## src/rtl/inh_pulse_sync_pkg.sv

```systemverilog
package inh_pulse_sync_pkg;
  // Result of measuring one high interval, produced by the width stage.
  typedef struct packed {
    logic sync_ok;   // valid sync pulse just ended
    logic long_hit;  // high level reached the inhibit threshold
  } width_ev_t;

  function automatic int max3(input int a, input int b, input int c);
    int m;
    m = (a > b) ? a : b;
    return (m > c) ? m : c;
  endfunction
endpackage

```

## src/rtl/ips_sync.sv

```systemverilog
module ips_sync #(
  parameter int STAGES = 2
) (
  input  logic clk,
  input  logic rst,
  input  logic async_in,
  output logic level,
  output logic fall
);
  logic [STAGES-1:0] chain;
  logic              prev;

  always_ff @(posedge clk) begin
    if (rst) begin
      chain <= '0;
      prev  <= 1'b0;
    end else begin
      chain <= {chain[STAGES-2:0], async_in};
      prev  <= chain[STAGES-1];
    end
  end

  assign level = chain[STAGES-1];
  assign fall  = prev & ~chain[STAGES-1];
endmodule

```

## src/rtl/ips_width.sv

```systemverilog
module ips_width
  import inh_pulse_sync_pkg::*;
#(
  parameter int MIN_CLKS       = 20,
  parameter int SYNC_MAX_TICKS = 35,
  parameter int LONG_TICKS     = 120
) (
  input  logic      clk,
  input  logic      rst,
  input  logic      level,
  input  logic      fall,
  input  logic      tick,
  output width_ev_t ev,
  output logic      long_hold
);
  localparam int CW = $clog2(MIN_CLKS + 1);
  localparam int TW = $clog2(LONG_TICKS + 1);

  logic [CW-1:0] hi_clks;
  logic [TW-1:0] hi_ticks;
  logic          wide_enough;
  logic          short_enough;

  assign wide_enough  = (hi_clks == CW'(MIN_CLKS));
  assign short_enough = (hi_ticks <= TW'(SYNC_MAX_TICKS));

  always_ff @(posedge clk) begin
    if (rst) begin
      hi_clks   <= '0;
      hi_ticks  <= '0;
      ev        <= '0;
      long_hold <= 1'b0;
    end else begin
      ev <= '0;
      if (level) begin
        if (!wide_enough) hi_clks <= hi_clks + 1'b1;
        if (tick && hi_ticks != TW'(LONG_TICKS)) begin
          hi_ticks <= hi_ticks + 1'b1;
          if (hi_ticks == TW'(LONG_TICKS - 1)) begin
            ev.long_hit <= 1'b1;
            long_hold   <= 1'b1;
          end
        end
      end else begin
        hi_clks   <= '0;
        hi_ticks  <= '0;
        long_hold <= 1'b0;
        if (fall && wide_enough && short_enough) ev.sync_ok <= 1'b1;
      end
    end
  end
endmodule

```

## src/rtl/ips_period.sv

```systemverilog
module ips_period
  import inh_pulse_sync_pkg::*;
#(
  parameter int FREE_TICKS = 170000,
  parameter int GAP_LIM0   = 187000,
  parameter int GAP_LIM1   = 187000,
  parameter int GAP_LIM2   = 94000
) (
  input  logic       clk,
  input  logic       rst,
  input  logic       tick,
  input  logic [1:0] mode,
  input  width_ev_t  ev,
  output logic       sample_stb,
  output logic       clear_hist,
  output logic       synced
);
  localparam int GW = $clog2(max3(GAP_LIM0, GAP_LIM1, GAP_LIM2) + 1);
  localparam int FW = $clog2(FREE_TICKS + 1);

  logic [GW-1:0] gap_cnt;
  logic [GW-1:0] gap_lim;
  logic [FW-1:0] free_cnt;

  always_comb begin
    case (mode)
      2'd0:    gap_lim = GW'(GAP_LIM0);
      2'd1:    gap_lim = GW'(GAP_LIM1);
      default: gap_lim = GW'(GAP_LIM2);
    endcase
  end

  always_ff @(posedge clk) begin
    if (rst) begin
      gap_cnt    <= '0;
      free_cnt   <= '0;
      sample_stb <= 1'b0;
      clear_hist <= 1'b0;
      synced     <= 1'b0;
    end else begin
      sample_stb <= 1'b0;
      clear_hist <= 1'b0;
      if (ev.long_hit) begin
        synced     <= 1'b0;
        clear_hist <= 1'b1;
        free_cnt   <= '0;
      end else if (ev.sync_ok) begin
        gap_cnt <= '0;
        if (!synced) begin
          synced     <= 1'b1;
          clear_hist <= 1'b1;
        end else begin
          sample_stb <= 1'b1;
        end
      end else if (synced) begin
        if (tick) begin
          if (gap_cnt >= gap_lim - 1'b1) begin
            synced   <= 1'b0;
            free_cnt <= '0;
          end else begin
            gap_cnt <= gap_cnt + 1'b1;
          end
        end
      end else if (tick) begin
        if (free_cnt == FW'(FREE_TICKS - 1)) begin
          sample_stb <= 1'b1;
          free_cnt   <= '0;
        end else begin
          free_cnt <= free_cnt + 1'b1;
        end
      end
    end
  end
endmodule

```

## src/rtl/inh_pulse_sync.sv

```systemverilog
module inh_pulse_sync
  import inh_pulse_sync_pkg::*;
#(
  parameter int SYNC_STAGES    = 2,
  parameter int MIN_CLKS       = 20,
  parameter int SYNC_MAX_TICKS = 35,
  parameter int LONG_TICKS     = 120,
  parameter int FREE_TICKS     = 170000,
  parameter int GAP_LIM0       = 187000,
  parameter int GAP_LIM1       = 187000,
  parameter int GAP_LIM2       = 94000
) (
  input  logic       clk,
  input  logic       rst,
  input  logic       inh_async,
  input  logic       tick,
  input  logic [1:0] mode,
  output logic       sample_stb,
  output logic       clear_hist,
  output logic       inhibit_active,
  output logic       synced
);
  logic      line_lvl;
  logic      line_fall;
  width_ev_t wev;

  ips_sync #(.STAGES(SYNC_STAGES)) u_sync (
    .clk(clk), .rst(rst), .async_in(inh_async),
    .level(line_lvl), .fall(line_fall)
  );

  ips_width #(
    .MIN_CLKS(MIN_CLKS), .SYNC_MAX_TICKS(SYNC_MAX_TICKS), .LONG_TICKS(LONG_TICKS)
  ) u_width (
    .clk(clk), .rst(rst), .level(line_lvl), .fall(line_fall), .tick(tick),
    .ev(wev), .long_hold(inhibit_active)
  );

  ips_period #(
    .FREE_TICKS(FREE_TICKS), .GAP_LIM0(GAP_LIM0), .GAP_LIM1(GAP_LIM1), .GAP_LIM2(GAP_LIM2)
  ) u_period (
    .clk(clk), .rst(rst), .tick(tick), .mode(mode), .ev(wev),
    .sample_stb(sample_stb), .clear_hist(clear_hist), .synced(synced)
  );
endmodule

```

## config.mk

```make
export PLATFORM = sky130hd
export DESIGN_NAME = inh_pulse_sync
export DESIGN_NICKNAME = d
export VERILOG_FILES = /design/src/rtl/inh_pulse_sync_pkg.sv /design/src/rtl/ips_sync.sv /design/src/rtl/ips_width.sv /design/src/rtl/ips_period.sv /design/src/rtl/inh_pulse_sync.sv
export SDC_FILE = /design/constraint.sdc
export NUM_CORES = 1
export LEC_CHECK = 0
export ABC_AREA = 1
export BUFFER_PORTS_ARGS = -buffer_cell sky130_fd_sc_hd__buf_2
export CAP_MARGIN = 20
export CORE_UTILIZATION = 30
export CTS_CLUSTER_DIAMETER = 30
export DETAILED_ROUTE_END_ITERATION = 6
export MAX_ROUTING_LAYER = met4
export PLACE_DENSITY = 0.44
export REMOVE_ABC_BUFFERS = 1
export SYNTH_ARGS = -nofsm -noshare
export SYNTH_HDL_FRONTEND = slang
export SYNTH_SLANG_ARGS = --single-unit
```

## constraint.sdc

```tcl
create_clock -name clk -period 3.8 [get_ports clk]
set_input_delay 0.19 -clock clk [delete_from_list [all_inputs] [get_ports clk]]
set_output_delay 0.19 -clock clk [all_outputs]
set_load 0.03 [all_outputs]
```

==> flow_summary.ini <==
[critical_path]
r2r_setup_slack_ns = 1.50
cp_slowest_stage_delay_ns = 0.45
worstPathCellList = ha_1 -> nand2_1 -> inv_1 -> a22oi_1 -> nand3_1 -> nand2_1 -> nand3_2 -> nand2_2 -> nand2_1 -> a21oi_1
worstPathArrival_ns = 2.55
crit_type = reg -> reg
ff2ff_path_depth = 10
worstPathMaxFanout = 20
start_kind = flip-flop
cp_slowest_cell = nand2_2
worstSetupEndpointType = flip-flop
crit_buf_inv = 1
worstPathRequired_ns = 4.05
crit_top_cell = nand2_1
reg2reg_from = u_period.gap_cnt[8]$_SDFFE_PP0P_
path_delay_family = simple AND/OR/NAND/NOR gates
r2r_end = u_period.gap_cnt[7]$_SDFFE_PP0P_

[timing]
finalSetupViolCount = 0
timing.fmax_mhz = 435
timing.setup.tns_ns = 0
slew_violations = 0
hold-worst-slack_ns = 0.0745
rsz0062_at_grt = false
fin_ws_ns = 1.50
fin_crit_sh = 0.605
fin_skew_ns = 0.00748
hold_viol_final = 0
slew-limit-headroom = 0.551
layout_min_cycle_time_ns = 2.30
tightestPinTransition_ns = 0.671

[finish]
seq_area_um2 = 1140
antenna_cells = 0
drive_gt1_frac = 0.0678
multi_input_area_um2 = 2060
fillers = 1256
mostFrequentLayoutCell = nand2_1
final_cell_mix = 109 x nand2_1, 86 x nor2_1, 65 x nand3_1
area_delta_synth_final_pct = 12.8
final_nets = 559
finalNonFillerCells = 689

[drt]
routed_wl_um = 8810
drtIter0Drc = 206
vias_per_cell = 4.92
wl_per_cell_um = 12.8
first_pass_iters = 5
drcViolationCount = 0
ant_nets = 0
vias = 3392

[cts]
cts_buffers = 9
cts.clk_slew.worst_paths_ns = 0.05
h-tree-depth = 3
post_cts_resized = 0
clk-insertion-delay-late_ns = 0.33
cts_tree = done
cts_hold_buf = 0
cts_buffer_depth = 2
cts-root-buf = clkbuf_16
cts.sinks = 57
cts_setup_buffers = 0

[yosys]
ys_async_sr_fraction = 0
synth_area_per_cell_um2 = 6.58
synth_ff_type = dfxtp_1
synth_seq_area_share = 0.324
yosys_warnings = 0
syn_area_um2 = 3520
synth_top_area_frac = 0.324
ys_ff_latch = 57
synth.largest_area_cell = dfxtp_1
synth_edf_count = 0
synthCells = 535
ys_types = 36
netlist_top_cells_area = dfxtp_1 32%, nand2_1 12%, nand3_1 9.2%

[global_route]
grt_pass1_wl_um = 15100
grtUsageMet1 = 0.228
gr-total-overflow = 0
grt_use_met2 = 0.239
grt_pass1_vias = 3051
grt_antenna_before_repair = 0
grt_usage = 0.168
grt_max_degree = 24
grt_most_used_layer = met2
grt_util_met3 = 0.0288

[power_and_ir_drop]
power.leakage_nw = 1.55
peakVddDrop_mv = 0.155
power_density_nw_per_um2 = 381

[worst_hold_path]
hold_start = inh_async
worst_hold_path.num_cells = 3
worstHoldEndpoint = u_sync.chain[0]$_SDFF_PP0_
hold_path.class = in -> reg

[floorplanning]
die_w_um = 110
coreArea_um2 = 11400
dieArea_um2 = 12200
rows = 39
dieHeight_um = 110
boundaryPins = 10
start_util = 0.308

[job]
drv_cap = 0

[placed_design]
dp_hpwl_um = 6180
pre_cts_slack_ns = 1.30
gp_congestion = 0.796
dp.cells = 674
port_buffers = 8

[outcome]
status = complete, no violations
## kinds of logic after synthesis
kind of cell | Yosys count | share of synthesized area
simple gates | 310 | 0.395
compound gates | 65 | 0.0999
flops | 57 | 0.324
fa+ha+maj | 11 | 0.0391
xor+xnor | 21 | 0.0523
buf+inv | 71 | 0.0896
## flip-flops by register name (all words and copies together) (netlist names)
name	flops
u_period.synced	1
u_width.long_hold	1
u_sync.chain	2
u_width.hi_ticks	7
u_sync.prev	1
u_period.gap_cnt	18
u_period.free_cnt	18
u_period.sample_stb	1
u_period.clear_hist	1
u_width.ev	2
u_width.hi_clks	5
## worst max-delay path by stage
stage / cells past startpoint / from / end
2_1_floorplan: 6 / u_period.synced$_SDFF_PP0_ / u_period.gap_cnt[10]$_SDFFE_PP0P_
5_1_grt: 10 / u_period.gap_cnt[8]$_SDFFE_PP0P_ / u_period.gap_cnt[16]$_SDFFE_PP0P_
4_1_cts: 10 / u_period.gap_cnt[8]$_SDFFE_PP0P_ / u_period.gap_cnt[5]$_SDFFE_PP0P_
3_5_place_dp: 12 / mode[1] / u_period.gap_cnt[5]$_SDFFE_PP0P_
6_report: 10 / u_period.gap_cnt[8]$_SDFFE_PP0P_ / u_period.gap_cnt[7]$_SDFFE_PP0P_
3_3_place_gp: 12 / mode[1] / u_period.gap_cnt[5]$_SDFFE_PP0P_
## report_power, final
part	leakage, nW	internal, mW	switching, mW
logic	0.934	0.0142	0.0371
registers	0.461	0.605	0.00683
clock network	0.158	0.573	0.277
## metrics by stage
step,cell area [um^2],util,power [mW]
2_1_floorplan,3410,-,0.655
3_3_place_gp,3650,0.320,0.675
3_5_place_dp,3650,0.320,0.676
4_1_cts,3970,0.348,1.54
5_1_grt,3970,0.348,1.58
6_report,3970,0.348,1.51
## worst register-to-register path, delay by kind of cell (launching register included)
kind | cells | cell delay [ns]
simple gates | 6 | 1.20
compound gates | 2 | 0.28
flops | 1 | 0.42
fa+ha+maj | 1 | 0.26
buf+inv | 1 | 0.05
## routing by layer
metal | share of wire | vias to the layer above
li1 | - | 1774
met1 | 0.52 | 1552
met2 | 0.43 | 54
met3 | 0.029 | 12
met4 | 0.018 | 0
met5 | 0 | -
## cell usage after synthesis, types with 2 or more instances
| master | number |
|---|---|
| ha_1 | 11 |
| a21oi_1 | 42 |
| xor2_1 | 20 |
| o21ai_0 | 13 |
| nand2_1 | 109 |
| nand3b_1 | 3 |
| nand2_4 | 2 |
| or2_2 | 2 |
| buf_6 | 6 |
| nor3_1 | 14 |
| nand3_1 | 65 |
| inv_1 | 54 |
| nor2_1 | 86 |
| o21ai_1 | 2 |
| nand3_2 | 2 |
| clkbuf_1 | 8 |
| dfxtp_1 | 57 |
| nand4_1 | 18 |
| nor3b_1 | 4 |
## layout make-up
type | instances | area share
Clock buffer | 13 | 0.0706
Timing Repair Buffer | 11 | 0.0158
Multi-Input combinational cell | 407 | 0.519
Tap cell | 143 | 0.0451
Sequential cell | 57 | 0.287
Clock inverter | 2 | 0.00882
Inverter | 56 | 0.0529
(Power assumes the default switching activity.)
